===== src/rtl/pdg_pkg.sv =====
package pdg_pkg;

   // widest supported ratio is 2**DEC_MAX_LOG
   localparam int unsigned DEC_MIN_LOG = 5;
   localparam int unsigned DEC_MAX_LOG = 8;

   typedef enum logic [1:0] {
      DEC_32  = 2'd0,
      DEC_64  = 2'd1,
      DEC_128 = 2'd2,
      DEC_256 = 2'd3
   } dec_ratio_e;

   function automatic int unsigned ratio_log(input dec_ratio_e sel);
      return DEC_MIN_LOG + int'(sel);
   endfunction

endpackage


===== src/rtl/pdg_timebase.sv =====
module pdg_timebase
   import pdg_pkg::*;
#(
   parameter int unsigned PH_W  = 8,
   parameter int unsigned CNT_W = 8
) (
   input  logic             clk,
   input  logic             srst,
   input  logic [PH_W-1:0]  phase_i,
   input  dec_ratio_e       ratio_i,
   output logic [CNT_W-1:0] cnt_o,
   output logic [CNT_W-1:0] off_o
);

   logic [CNT_W-1:0] cnt_q;
   logic [CNT_W-1:0] mask;
   logic [CNT_W-1:0] ph_ext;
   logic [PH_W-1:0]  ph_q;
   dec_ratio_e       ratio_q;
   logic             wrap;

   if (CNT_W < DEC_MAX_LOG) begin : g_bad_cnt
      $error("pdg_timebase: CNT_W too narrow for the largest ratio");
   end

   // sign-extend or truncate the phase to counter width
   if (PH_W >= CNT_W) begin : g_ph_trunc
      assign ph_ext = ph_q[CNT_W-1:0];
   end else begin : g_ph_sext
      assign ph_ext = {{(CNT_W-PH_W){ph_q[PH_W-1]}}, ph_q};
   end

   assign mask  = CNT_W'((1 << ratio_log(ratio_q)) - 1);
   assign wrap  = (cnt_q == mask);
   assign off_o = ph_ext & mask;
   assign cnt_o = cnt_q;

   always_ff @(posedge clk) begin
      if (srst) begin
         cnt_q   <= '0;
         ph_q    <= phase_i;
         ratio_q <= ratio_i;
      end else if (wrap) begin
         cnt_q   <= '0;
         ph_q    <= phase_i;
         ratio_q <= ratio_i;
      end else begin
         cnt_q   <= cnt_q + CNT_W'(1);
      end
   end


   cnt_in_range_chk: assert property (@(posedge clk) disable iff (srst)
      cnt_q <= mask);


   setting_hold_chk: assert property (@(posedge clk) disable iff (srst)
      !wrap |=> ($stable(ph_q) && $stable(ratio_q)));

endmodule


===== src/rtl/pdg_channel.sv =====
module pdg_channel #(
   parameter int unsigned CNT_W  = 8,
   parameter int unsigned CODE_W = 16
) (
   input  logic              clk,
   input  logic              srst,
   input  logic [CNT_W-1:0]  cnt_i,
   input  logic [CNT_W-1:0]  off_i,
   input  logic [CODE_W-1:0] code_i,
   output logic              start_o,
   output logic              drdy_o,
   output logic [CODE_W-1:0] code_o
);

   logic              seen_q;
   logic [CODE_W-1:0] code_q;

   assign start_o = !srst && (cnt_i == off_i);
   assign drdy_o  = start_o && seen_q;
   assign code_o  = code_q;

   always_ff @(posedge clk) begin
      if (srst) begin
         seen_q <= 1'b0;
         code_q <= '0;
      end else begin
         if (start_o) seen_q <= 1'b1;
         if (drdy_o)  code_q <= code_i;
      end
   end


   code_hold_chk: assert property (@(posedge clk) disable iff (srst)
      !drdy_o |=> $stable(code_o));

endmodule


===== src/rtl/phase_delay_gen.sv =====
module phase_delay_gen
   import pdg_pkg::*;
#(
   parameter int unsigned PH_W   = 8,
   parameter int unsigned CODE_W = 16
) (
   input  logic              clk,
   input  logic              srst,
   input  logic [PH_W-1:0]   phase_i,
   input  logic [1:0]        ratio_sel_i,
   input  logic [CODE_W-1:0] ch0_code_i,
   input  logic [CODE_W-1:0] ch1_code_i,
   output logic              ch0_start_o,
   output logic              ch0_drdy_o,
   output logic [CODE_W-1:0] ch0_code_o,
   output logic              ch1_start_o,
   output logic              ch1_drdy_o,
   output logic [CODE_W-1:0] ch1_code_o
);

   localparam int unsigned CNT_W = DEC_MAX_LOG;
   localparam int unsigned N_CH  = 2;

   if (PH_W < 2) begin : g_bad_ph
      $error("phase_delay_gen: PH_W must hold a sign and a magnitude");
   end

   logic [CNT_W-1:0]  cnt;
   logic [CNT_W-1:0]  off0;
   logic [CODE_W-1:0] code_in  [N_CH];
   logic [CODE_W-1:0] code_out [N_CH];
   logic              start    [N_CH];
   logic              drdy     [N_CH];

   pdg_timebase #(.PH_W(PH_W), .CNT_W(CNT_W)) u_tb (
      .clk     (clk),
      .srst    (srst),
      .phase_i (phase_i),
      .ratio_i (dec_ratio_e'(ratio_sel_i)),
      .cnt_o   (cnt),
      .off_o   (off0)
   );

   assign code_in[0] = ch0_code_i;
   assign code_in[1] = ch1_code_i;

   for (genvar k = 0; k < N_CH; k++) begin : g_ch
      logic [CNT_W-1:0] off_k;
      if (k == 1) begin : g_ref
         assign off_k = '0;
      end else begin : g_shift
         assign off_k = off0;
      end
      pdg_channel #(.CNT_W(CNT_W), .CODE_W(CODE_W)) u_ch (
         .clk     (clk),
         .srst    (srst),
         .cnt_i   (cnt),
         .off_i   (off_k),
         .code_i  (code_in[k]),
         .start_o (start[k]),
         .drdy_o  (drdy[k]),
         .code_o  (code_out[k])
      );
   end

   assign ch0_start_o = start[0];
   assign ch0_drdy_o  = drdy[0];
   assign ch0_code_o  = code_out[0];
   assign ch1_start_o = start[1];
   assign ch1_drdy_o  = drdy[1];
   assign ch1_code_o  = code_out[1];


   reset_clear_chk: assert property (@(posedge clk)
      srst |=> (ch0_code_o == '0 && ch1_code_o == '0));


   ref_align_chk: assert property (@(posedge clk) disable iff (srst)
      ch1_start_o |-> (cnt == '0));


   ref_pulse_width_chk: assert property (@(posedge clk) disable iff (srst)
      ch1_drdy_o |=> !ch1_drdy_o);

endmodule


===== config.mk =====
export PLATFORM = sky130hd
export DESIGN_NAME = phase_delay_gen
export DESIGN_NICKNAME = d
export VERILOG_FILES = /design/src/rtl/pdg_pkg.sv /design/src/rtl/pdg_timebase.sv /design/src/rtl/pdg_channel.sv /design/src/rtl/phase_delay_gen.sv
export SDC_FILE = /design/constraint.sdc
export NUM_CORES = 1
export LEC_CHECK = 0
export ABC_AREA = 1
export CORE_MARGIN = 1
export CORE_UTILIZATION = 40
export DETAILED_ROUTE_END_ITERATION = 10
export DONT_BUFFER_PORTS = 1
export SLEW_MARGIN = 20
export SYNTH_ARGS = -nofsm -noshare
export SYNTH_HDL_FRONTEND = slang
export SYNTH_HIERARCHICAL = 1
export SYNTH_SLANG_ARGS = --single-unit

===== constraint.sdc =====
create_clock -name clk -period 2.1 [get_ports clk]
set_input_delay 0.105 -clock clk [delete_from_list [all_inputs] [get_ports clk]]
set_output_delay 0.105 -clock clk [all_outputs]
set_load 0.1 [all_outputs]

# [Yosys cells after proc, flatten, opt, wreduce, memory -nomap -nowiden]
# Index checks and enable logic that the tools add are counted.
[classes] addsub=3 n_mul=0 n_div=0 magnitude_cmp=0 eq_ne=2 shift=1 n_mux=4 n_bitwise=1 reduce_logical=8
[op_table] operator="$shl 1x32->8 const A" n=1
[op_table] operator="$eq 8x8->1" n=2
[op_table] operator="$mux 8" n=2
[op_table] operator="$add 8x1->8 const B" n=1
[op_table] operator="$and 8x8->8" n=1
[op_table] operator="$logic_not 8->1" n=1
[op_table] operator="$sub 8x2->8 const B" n=1
[op_table] operator="$add 3x2->4 const A" n=1
[op_table] operator="$logic_and 1x1->1" n=4
[op_table] operator="$mux 2" n=2
[op_table] operator="$reduce_bool 2->1" n=1
[op_table] operator="$reduce_or 2->1" n=1
[op_table] operator="$logic_not 1->1" n=1
[totals] regBits=52 latchBits=0 ram_bits=0 romBits=0 in_bits=44 out_inout_bits=36 elab_cells=26 n_memories=0

# [Longest topological paths before layout]
# Gate-level depths: netlist of the first run.
[depth] depth_word=7 mapped_depth=13 ltp_nobuf=12

# [Hierarchy]
# Netlist of the first run, hierarchy kept.
[modules_own_cells] mod="pdg_channel" instances=2 cells_per_inst=179 area_each_um2=1084.8 seq_area_each_um2=340.3
[modules_own_cells] mod="pdg_timebase" instances=1 cells_per_inst=87 area_each_um2=800.8 seq_area_each_um2=460.4
[modules_own_cells] mod="phase_delay_gen" instances=1 cells_per_inst=1 area_each_um2=3.8 seq_area_each_um2=0.0

# [Worst setup path before layout of the first run]
# OpenSTA, ideal clock, no wires.
[synth_timing] kind="reg2reg" from="register u_tb.ratio_q[1]" to="register g_ch[0].u_ch.seen_q" setup_ns=0.066 arrival_ns=1.894 required_ns=2.034 setup_slack_ns=0.141 path_stages_with_launch=11 path_buffers=0 synth_period_minus_slack_ns=1.959 path_cell_list="edfxtp_1 > nand2_1 > nor2_1 > inv_1 > a21oi_2 > nand3_4 > nor2_8 > nand2_1 > inv_1 > nor2_1 > nor2_1"
[synth_via] elab_chain_len=6
[synth_rtl] item="from (decl)" line="pdg_timebase.sv:19" source="dec_ratio_e ratio_q;"
[synth_rtl] item="from (signal assigned)" line="pdg_timebase.sv:42" source="ratio_q <= ratio_i;"
[synth_rtl] item="from (signal assigned)" line="pdg_timebase.sv:46" source="ratio_q <= ratio_i;"
[synth_rtl] item="$add 3x2->4" line="pdg_pkg.sv:15" source="return DEC_MIN_LOG + int'(sel);"
[synth_rtl] item="$shl 1x32->8" line="pdg_timebase.sv:33" source="assign mask = CNT_W'((1 << ratio_log(ratio_q)) - 1);"
[synth_rtl] item="$sub 8x2->8" line="pdg_timebase.sv:33"
[synth_rtl] item="$and 8x8->8" line="pdg_timebase.sv:35" source="assign off_o = ph_ext & mask;"
[synth_rtl] item="net g_ch[0].off_k[7]" line="phase_delay_gen.sv:48" source="logic [CNT_W-1:0] off_k;"
[synth_rtl] item="$eq 8x8->1" line="pdg_channel.sv:18" source="assign start_o = !srst && (cnt_i == off_i);"
[synth_rtl] item="$logic_and 1x1->1" line="pdg_channel.sv:18"
[synth_rtl] item="net ch0_start_o" line="phase_delay_gen.sv:13" source="output logic ch0_start_o,"
[synth_rtl] item="to (signal assigned)" line="pdg_channel.sv:24" source="seen_q <= 1'b0;"
[synth_rtl] item="to (signal assigned)" line="pdg_channel.sv:27" source="if (start_o) seen_q <= 1'b1;"
[synth_rtl] item="to (decl)" line="pdg_channel.sv:15" source="logic seen_q;"
# The timed path passes the listed nets, and every way through them passes these cells.
# A chain may end at the register's enable or synchronous reset.

# [Final worst setup path of the first run]
[layout_timing] from="register u_tb.ratio_q[1]" to="output port ch0_start_o"
[layout_via] elab_chain_len=6
[layout_rtl] item="$add 3x2->4" line="pdg_pkg.sv:15"
[layout_rtl] item="$shl 1x32->8" line="pdg_timebase.sv:33"
[layout_rtl] item="$sub 8x2->8" line="pdg_timebase.sv:33"
[layout_rtl] item="$and 8x8->8" line="pdg_timebase.sv:35"
[layout_rtl] item="net g_ch[0].off_k[7]" line="phase_delay_gen.sv:48"
[layout_rtl] item="$eq 8x8->1" line="pdg_channel.sv:18"
[layout_rtl] item="$logic_and 1x1->1" line="pdg_channel.sv:18"
[layout_rtl] item="to (decl)" line="phase_delay_gen.sv:13"
# The timed path passes the listed nets, and every way through them passes these cells.

==> flow_metrics.env, run 1 <==
export IMPL_run_status="finished, final reports clean"
export IMPL_grt_antenna_before_repair=0
export IMPL_worst_hold_path_type="in -> reg"
export IMPL_syn_area_per_cell_sq_um=6.67
export IMPL_synth_compound_area_share_pct=1.64
export IMPL_floorplan_initialDensity_pct=41.2
export IMPL_synth_seq_cells=52
export IMPL_grt_pass1_wl_microns=9560
export IMPL_cts_sinks=52
export IMPL_antennaDiodeCount=0
export IMPL_yosysWarnings=6
export IMPL_synth_area_sq_um=2970
export IMPL_final_max_slew_viol_count=0
export IMPL_ios=80
export IMPL_slowest_stage="edfxtp_1"
export IMPL_worstSetupPathType="reg -> out"
export IMPL_synth_cells=446
export IMPL_fp_dieW_microns=88.2
export IMPL_viasPerCell=4.11
export IMPL_power_density_nw_per_um2=498
export IMPL_cp_end_kind="output port"
export IMPL_rows=31
export IMPL_finalWeightedCongestion=0.755
export IMPL_final_hold_violation_count=0
export IMPL_multi_input_area_sq_um=1290
export IMPL_fin_nets=558
export IMPL_reg2reg_depth=11
export IMPL_drive_gt1_share_pct=18.7
export IMPL_hold_depth=4
export IMPL_cp_num_buf_inv=3
export IMPL_rsz0062_at_grt="no"
export IMPL_crit_family="simple AND/OR/NAND/NOR gates"
export IMPL_track_usage_pct=15.7
export IMPL_cts_root_buffer="clkbuf_8"
export IMPL_routed_wl_microns=5940
export IMPL_first_iter_violations=80
export IMPL_setup_slack_ns=0.184
export IMPL_crit_required_ns=2.00
export IMPL_setup_worst_path_start_class="flop"
export IMPL_io_buffers=0
export IMPL_synthXorXnorAreaFrac_pct=2.36
export IMPL_gr_total_overflow=0
export IMPL_grt_max_degree=19
export IMPL_cap_viol_max_count=0
export IMPL_min_period_over_period_pct=91.3
export IMPL_die_height_microns=88.2
export IMPL_final_antenna_net_count=0
export IMPL_tns_ns=0
export IMPL_p_leak_nw=1.91
export IMPL_final_min_clock_period_ns=1.92
export IMPL_die_area_sq_um=7780
export IMPL_drc_errors=0
export IMPL_finClkSkew_ns=0.00754
export IMPL_ys_types=27
export IMPL_insertion_delay_ns=0.30
export IMPL_muxShareOfSynthArea_pct=0
export IMPL_cp_num_cells=9
export IMPL_setup_viol=0
export IMPL_peakVddDrop_mv=0.294
export IMPL_instances_no_fill=612
export IMPL_tritoncts="built"
export IMPL_tritoncts_num_buffers=5
export IMPL_path_max_fanout=6
export IMPL_finalPower_mw=1.84
export IMPL_grt_pass1_vias=2170
export IMPL_maxClockFrequency_mhz=522
export IMPL_dp_hpwl_microns=4180
export IMPL_path_clk_slew_ns=0.09
export IMPL_clockBufferDepth=2
export IMPL_max_stage_delay_ns=0.45
export IMPL_synthAdderAreaFrac_pct=0.841
export IMPL_synth_seq_area_share_pct=38.4
export IMPL_routedWlPerCell_microns=9.71
export IMPL_fillerInstances=726
export IMPL_crit_chain="nand2_1 > nor2_1 > inv_1 > a21oi_2 > nand3_4 > nor2_8 > nand2_1 > inv_1 > buf_12"
export IMPL_regArea_sq_um=1140
export IMPL_core_sq_um=7210
export IMPL_vias=2516
export IMPL_yosys_area_share_simple_pct=36.3
export IMPL_synth_top_family_by_area="simple AND/OR/NAND/NOR gates"
export IMPL_syn_to_final_growth_pct=24.3
export IMPL_critPathArrivalTime_ns=1.81
export IMPL_dpl_worst_slack_ns=0.323
export IMPL_first_pass_iters=4
export IMPL_dpl_cell_count=588
export IMPL_htreeDepth=2
-- worst register-to-register path: stages (launching register included) --
cell and delay (ns):
edfxtp_1 0.45, nand2_1 0.09, nor2_1 0.13, inv_1 0.06, a21oi_2 0.16, nand3_4 0.11
nor2_8 0.13, nand3_4 0.08, buf_4 0.22, nand2_1 0.08, inv_1 0.03, nor2_1 0.09
-- power by group --
part	total (mW)	switching, mW	internal (mW)
logic	0.202	0.128	0.0733
registers	1.05	0.0139	1.03
clock network	0.592	0.321	0.271
total	1.84	0.463	1.38
-- final timing paths --
path | start | to | slack (ns)
worst min register to register | u_tb/cnt_o[0] | u_tb/cnt_o[0] | 0.50
worst min-delay path | ch1_code_i[12] | g_ch[1].u_ch/code_o[12] | 0.04
worst max-delay path | u_tb/ratio_q[1] | ch0_start_o | 0.18
worst max register to register | u_tb/ratio_q[1] | g_ch[0].u_ch/code_o[11] | 0.38
-- cells in the final DEF, fill, tap and decap left out, types with 2 or more instances in the layout --
cell	n
inv_1	135
nand2_1	101
nor2_1	53
buf_4	44
dfxtp_1	42
nand4_1	33
nand2_2	20
conb_1	16
dlygate4sd3_1	11
edfxtp_1	10
xor2_1	7
clkbuf_8	6
inv_2	6
nand3_4	4
nor2_2	4
buf_12	4
a21oi_2	2
nor2_8	2
nand3_1	2
ha_1	2
-- what timing repair did --
action,4_1_cts,5_1_grt
setup endpoints to repair,1,2
endpoints found under the hold margin,12,0
resized for setup,0,1
hold buffers,11,0
pin swaps,0,1
setup buffers,1,4
-- final cells by class --
type,count,area share (%)
tap,99,3.35
timing repair buffer,59,14.1
clock buffer,7,2.34
multi-input combinational,253,34.8
sequential,52,30.9
clock inverter,1,0.237
inverter,141,14.3
-- cell families (layout without fill, tap and decap cells) --
kind of cell,after synthesis,in the layout
AND/OR/NAND/NOR,222,222
buffers and inverters,155,208
adder cells (fa/ha/maj),2,2
XOR/XNOR,8,8
flip-flops,52,52
other,2,16
AO/OA/AOI/OAI,5,5
-- metrics by stage --
stage | hold slack (ns) | utilization [%] | cell area [sq um]
after global placement | 0.180 | 47.8 | 3450
after global routing | 0.0331 | 51.2 | 3700
after detailed placement | 0.183 | 47.8 | 3450
final | 0.0370 | 51.2 | 3700
after floorplan | 0.177 | - | 3030
after CTS | 0.0272 | 50.8 | 3660
-- flip-flops by register name, indices dropped and copies added (netlist names) --
name,count
u_tb/ph_ext,8
u_tb/cnt_o,8
u_tb/ratio_q,2
g_ch.u_ch/code_o,32
g_ch.u_ch/seen_q,2
-- routing by layer --
metal	track usage [%]	wire, microns
met1	19.0	2760
met2	27.6	2800
met3	4.20	320
met4	3.96	70
met5	0	0
-- Yosys cell counts --
cell	n	area (sq um)
inv_1	135	507
nand2_1	101	379
nor2_1	54	203
dfxtp_1	42	841
nand4_1	33	206
nand2_2	20	125
edfxtp_1	10	300
xor2_1	7	61.3
inv_2	6	22.5
buf_1	4	15.0
buf_2	4	20.0
clkbuf_1	4	15.0
nand3_4	4	70.1
nor2_2	3	18.8
a21oi_2	2	17.5
buf_6	2	22.5
conb_1	2	7.51
ha_1	2	25.0
nand3_1	2	10.0
nor2_8	2	40.0
nand3_2	1	10.0
nor2_4	1	11.3
o21ai_0	1	5.00
o21bai_1	1	7.51
o21bai_4	1	18.8
or2_0	1	6.26
xnor2_1	1	8.76
Power figures use the tool's default switching activity.
==> run 2, diff against run 1 <==
MAX_ROUTING_LAYER = met4   (was not set)
==> run 2 against run 1 <==
Effect of this change: sequential power hardly changed; critical path depth stayed put; global-route usage is 0.51 points higher; maximum frequency hardly changed; clock power hardly changed; final area stayed put; power hardly changed; cell count stayed put; utilization stayed put; clock-buffer cell count stayed put; largest cell class unchanged.
==> flow_metrics.env, run 2 (synthesis results as in run 1) <==
export IMPL_run_status="finished, final reports clean"
export IMPL_wl_met2_microns=2800
export IMPL_crit_path_start="u_tb/ratio_q[1]"
export IMPL_dpl_worst_slack_ns=0.323
export IMPL_viasPerCell=4.11
export IMPL_fin_nets=558
export IMPL_first_pass_iters=4
export IMPL_setup_slack_ns=0.182
export IMPL_worst_hold_path_type="in -> reg"
export IMPL_layout_commonest_cell="inv_1"
export IMPL_reg2reg_depth=11
export IMPL_die_area_sq_um=7780
export IMPL_final_area_sq_um=3700
export IMPL_core_sq_um=7210
export IMPL_cts_root_buffer="clkbuf_8"
export IMPL_final_min_clock_period_ns=1.92
export IMPL_htreeDepth=2
export IMPL_cap_viol_max_count=0
export IMPL_drt_met1_wl_microns=2770
export IMPL_grt_antenna_before_repair=0
export IMPL_final_hold_violation_count=0
export IMPL_insertion_delay_ns=0.30
export IMPL_crit_chain="nand2_1 > nor2_1 > inv_1 > a21oi_2 > nand3_4 > nor2_8 > nand2_1 > inv_1 > buf_12"
export IMPL_die_height_microns=88.2
export IMPL_tns_ns=0
export IMPL_p_int_mw=1.38
export IMPL_setup_viol=0
export IMPL_fp_dieW_microns=88.2
export IMPL_drive_gt1_share_pct=18.7
export IMPL_path_max_fanout=6
export IMPL_final_max_slew_viol_count=0
export IMPL_tritoncts="built"
export IMPL_rsz0062_at_grt="no"
export IMPL_cp_end_kind="output port"
export IMPL_min_period_over_period_pct=91.3
export IMPL_dp_hpwl_microns=4180
export IMPL_setup_worst_path_start_class="flop"
export IMPL_critPathCapture="ch0_start_o"
export IMPL_clockBufferDepth=2
export IMPL_rows=31
export IMPL_power_switching_mw=0.464
export IMPL_r2r_setup_slack_ns=0.38
export IMPL_antennaDiodeCount=0
export IMPL_seqPwrFrac_pct=56.9
export IMPL_ios=80
export IMPL_grt_pass1_vias=2167
export IMPL_tritoncts_num_buffers=5
export IMPL_critPathArrivalTime_ns=1.81
export IMPL_max_stage_delay_ns=0.45
export IMPL_floorplan_initialDensity_pct=41.2
export IMPL_p_leak_nw=1.91
export IMPL_finClkSkew_ns=0.00862
export IMPL_cts_sinks=52
export IMPL_syn_to_final_growth_pct=24.3
export IMPL_peakVddDrop_mv=0.294
export IMPL_most_common_layout_cells="inv_1, nand2_1, nor2_1"
export IMPL_gr_total_overflow=0
export IMPL_maxClockFrequency_mhz=521
export IMPL_largest_reg_flops=32
export IMPL_path_clk_slew_ns=0.09
export IMPL_wl_met3_microns=310
export IMPL_track_usage_pct=16.2
export IMPL_slowest_stage="edfxtp_1"
export IMPL_r2r_start="u_tb/ratio_q[1]"
export IMPL_final_antenna_net_count=0
export IMPL_finalWeightedCongestion=0.764
export IMPL_worstSetupPathType="reg -> out"
export IMPL_vias=2514
export IMPL_grt_pass1_wl_microns=9570
export IMPL_drc_errors=0
export IMPL_routed_top_layer="met4"
export IMPL_clockPowerShare_pct=32.2
export IMPL_power_density_nw_per_um2=498
export IMPL_p_comb_share_pct=10.9
export IMPL_postPlaceCellArea_sq_um=3450
export IMPL_routedWlPerCell_microns=9.71
export IMPL_first_iter_violations=89
export IMPL_io_buffers=0
export IMPL_crit_required_ns=2.00
export IMPL_grt_max_degree=19
export IMPL_p_sw_share_pct=25.2
export IMPL_r2r_end="g_ch[0].u_ch/code_o[11]"
export IMPL_routed_wl_microns=5940
==> run 2: cell counts in the layout (fill, tap and decap cells not counted) <==
No cell type changed its count.
==> run 2: critical path: cells and delay by family, from the launching register on <==
family,cells,cell delay (ns)
and+or+nand+nor,5,0.52
AOI/OAI and AO/OA,1,0.16
DFF,1,0.45
buffers and inverters,3,0.35
==> run 2: timing repair <==
action	4_1_cts	5_1_grt
hold buffers	11	0
setup buffers	1	4
gates resized for setup	0	1
hold endpoints to repair	12	0
setup endpoints to repair	1	2
pin swaps	0	1
==> run 2: how the worst min path moves through the flow <==
| stage | from | endpoint | slack (ns) | cells after the start |
|---|---|---|---|---|
| after floorplan | srst | g_ch[0].u_ch/seen_q | 0.18 | 1 |
| after global placement | srst | g_ch[1].u_ch/seen_q | 0.18 | 1 |
| after detailed placement | srst | g_ch[1].u_ch/seen_q | 0.18 | 1 |
| after CTS | ch1_code_i[12] | g_ch[1].u_ch/code_o[12] | 0.03 | 4 |
| after global routing | ch1_code_i[13] | g_ch[1].u_ch/code_o[13] | 0.03 | 4 |
| final | ch1_code_i[12] | g_ch[1].u_ch/code_o[12] | 0.04 | 4 |
==> run 2: layout make-up <==
type | count | area [sq um]
clock buffers | 7 | 86.3
flip-flops and latches | 52 | 1140
inverters | 141 | 529
repair buffers | 59 | 520
clock inverters | 1 | 8.76
multi-input cells | 253 | 1290
well taps | 99 | 124
fillers | 726 | 3520
==> run 2: stage by stage <==
| step | hold slack (ns) | instances | util [%] | power, mW |
|---|---|---|---|---|
| after floorplan | 0.177 | 460 | - | 1.21 |
| after global placement | 0.180 | 588 | 47.8 | 1.25 |
| after detailed placement | 0.183 | 588 | 47.8 | 1.26 |
| after CTS | 0.0272 | 608 | 50.8 | 1.88 |
| after global routing | 0.0330 | 612 | 51.2 | 1.95 |
| final | 0.0370 | 612 | 51.2 | 1.84 |
==> run 2: per-layer routing <==
metal  up-vias  track usage, %
met5         -               -
met4         0            3.96
met3         6            4.10
met2        59            27.6
met1      1057            19.1
li1       1392               -
==> run 2: power by group through the flow <==
| stage | registers, mW | logic [mW] | clock network, mW |
|---|---|---|---|
| floorplan | 1.07 | 0.143 | 0 |
| finish | 1.05 | 0.202 | 0.593 |
| global route | 1.05 | 0.230 | 0.671 |
| CTS | 1.05 | 0.203 | 0.628 |
| detailed placement | 1.07 | 0.185 | 0 |
| global placement | 1.07 | 0.182 | 0 |
==> run 3, diff against run 2 <==
==> constraint.sdc (replaced) <==
create_clock -name clk -period 2.1 [get_ports clk]
set_input_delay 0.42 -clock clk [delete_from_list [all_inputs] [get_ports clk]]
set_output_delay 0.42 -clock clk [all_outputs]
set_load 0.1 [all_outputs]
==> run 3 against run 2 <==
Effect of this change: the run now ends with setup timing left; routed wire length rose by 0.12%; utilization shrank 0.36 points; critical path depth increased by 1; sequential share of layout area increased by 0.32 points; power increased by 8.1%; register-to-register slack lost 0.07 ns.
==> flow_metrics.env, run 3 (synthesis results as in run 1) <==
export IMPL_final_antenna_net_count=0
export IMPL_finalWeightedCongestion=0.742
export IMPL_maxClockFrequency_mhz=450
export IMPL_fin_util_pct=50.9
export IMPL_gr_total_overflow=0
export IMPL_drive_gt1_share_pct=21.4
export IMPL_grt_pass1_vias=2200
export IMPL_insertion_delay_ns=0.30
export IMPL_setup_worst_path_start_class="flop"
export IMPL_rows=31
export IMPL_largest_reg_flops=32
export IMPL_routed_wl_microns=5950
export IMPL_final_hold_violation_count=0
export IMPL_routedWlPerCell_microns=9.85
export IMPL_first_pass_iters=4
export IMPL_first_iter_violations=92
export IMPL_path_clk_slew_ns=0.09
export IMPL_cts_root_buffer="clkbuf_8"
export IMPL_crit_chain="nor2_2 > nor2_1 > nand2_1 > nand2_1 > nor2_1 > nand2_2 > nor2_8 > nand2_2 > clkinvlp_4 > buf_12"
export IMPL_max_stage_delay_ns=0.49
export IMPL_setup_slack_ns=-0.121
export IMPL_violations="setup timing"
export IMPL_die_area_sq_um=7780
export IMPL_cts_sinks=52
export IMPL_met1_usage_pct=18.9
export IMPL_setup_viol=2
export IMPL_clockBufferDepth=2
export IMPL_floorplan_initialDensity_pct=41.2
export IMPL_finClkSkew_ns=0.00629
export IMPL_core_sq_um=7210
export IMPL_worstSetupPathType="reg -> out"
export IMPL_layout_commonest_cell="inv_1"
export IMPL_cap_viol_max_count=0
export IMPL_min_period_over_period_pct=106
export IMPL_fp_dieW_microns=88.2
export IMPL_ios=80
export IMPL_tritoncts="built"
export IMPL_dp_hpwl_microns=4230
export IMPL_grt_max_degree=19
export IMPL_crit_required_ns=1.68
export IMPL_critPathArrivalTime_ns=1.80
export IMPL_busiest_layer="met2"
export IMPL_rsz0062_at_grt="yes"
export IMPL_track_usage_pct=16.7
export IMPL_htreeDepth=2
export IMPL_finalHoldWorstSlack_ns=0.171
export IMPL_fin_nets=550
export IMPL_cp_end_kind="output port"
export IMPL_cp_num_buf_inv=2
export IMPL_grt_use_met2_pct=28.3
export IMPL_p_leak_nw=1.90
export IMPL_peakVddDrop_mv=0.317
export IMPL_antennaDiodeCount=0
export IMPL_most_common_layout_cells="inv_1, nand2_1, nor2_1"
export IMPL_path_max_fanout=6
export IMPL_io_buffers=0
export IMPL_tritoncts_num_buffers=5
export IMPL_cts_hold_buf=0
export IMPL_slowest_stage="edfxtp_1"
export IMPL_finalPower_mw=1.99
export IMPL_grtUsageMet3_pct=4.57
export IMPL_final_min_clock_period_ns=2.22
export IMPL_run_status="complete, but fails checks"
export IMPL_power_density_nw_per_um2=543
export IMPL_final_max_slew_viol_count=0
export IMPL_grt_antenna_before_repair=0
export IMPL_viasPerCell=4.22
export IMPL_vias=2547
export IMPL_grt_pass1_wl_microns=9800
export IMPL_drc_errors=0
export IMPL_syn_to_final_growth_pct=23.4
export IMPL_tns_ns=-0.232
export IMPL_worst_hold_path_type="in -> reg"
export IMPL_die_height_microns=88.2
export IMPL_crit_family="simple AND/OR/NAND/NOR gates"
-- run 3: path summary, 6_finish.rpt --
path | startpoint | to | slack (ns) | depth (start not counted)
max reg2reg | u_tb/ratio_q[1] | u_tb/cnt_o[3] | 0.31 | 8
min | srst | g_ch[1].u_ch/seen_q | 0.17 | 1
max | u_tb/ratio_q[1] | ch0_start_o | -0.12 | 10
min reg2reg | u_tb/cnt_o[0] | u_tb/cnt_o[0] | 0.49 | 1
-- run 3: metal layers --
metal,vias up,wire length [microns]
met2,69,2890
met1,1097,2630
met4,0,62
met3,7,372
met5,-,0
li1,1374,-
-- run 3: final cells by class --
class                      count  area (sq um)
clock inverter                 1          30.0
timing repair buffer          51           433
fill                         740          3540
sequential                    52          1140
tap                           99           124
multi-input combinational    253          1310
clock buffer                   7          96.3
inverter                     141           536
-- run 3: worst register-to-register path: stages, from the launching register on --
cell,delay [ns]
edfxtp_1,0.47
nand2_2,0.11
buf_4,0.15
buf_4,0.12
nand2_1,0.08
nand3_2,0.10
o21bai_4,0.38
buf_4,0.23
nor2_1,0.05
-- run 3: what timing repair did --
action                     CTS  global route
pin swaps                    5             6
gates resized for setup      2             8
setup endpoints to repair    4             3
buffers inserted             4             3
-- run 3: through the flow --
stage,cell area [sq um],setup WS (ns),cells
after floorplan,3030,0.116,460
after global placement,3460,0.195,589
after detailed placement,3460,0.159,589
after CTS,3630,-0.165,601
after global routing,3670,-0.238,604
final,3670,-0.121,604
-- run 3: report_power, final --
| part | total (mW) | leakage, nW | internal [mW] | switching (mW) |
|---|---|---|---|---|
| combinational | 0.194 | 1.39 | 0.0657 | 0.128 |
| clock | 0.749 | 0.0645 | 0.421 | 0.328 |
| sequential | 1.05 | 0.438 | 1.03 | 0.0143 |
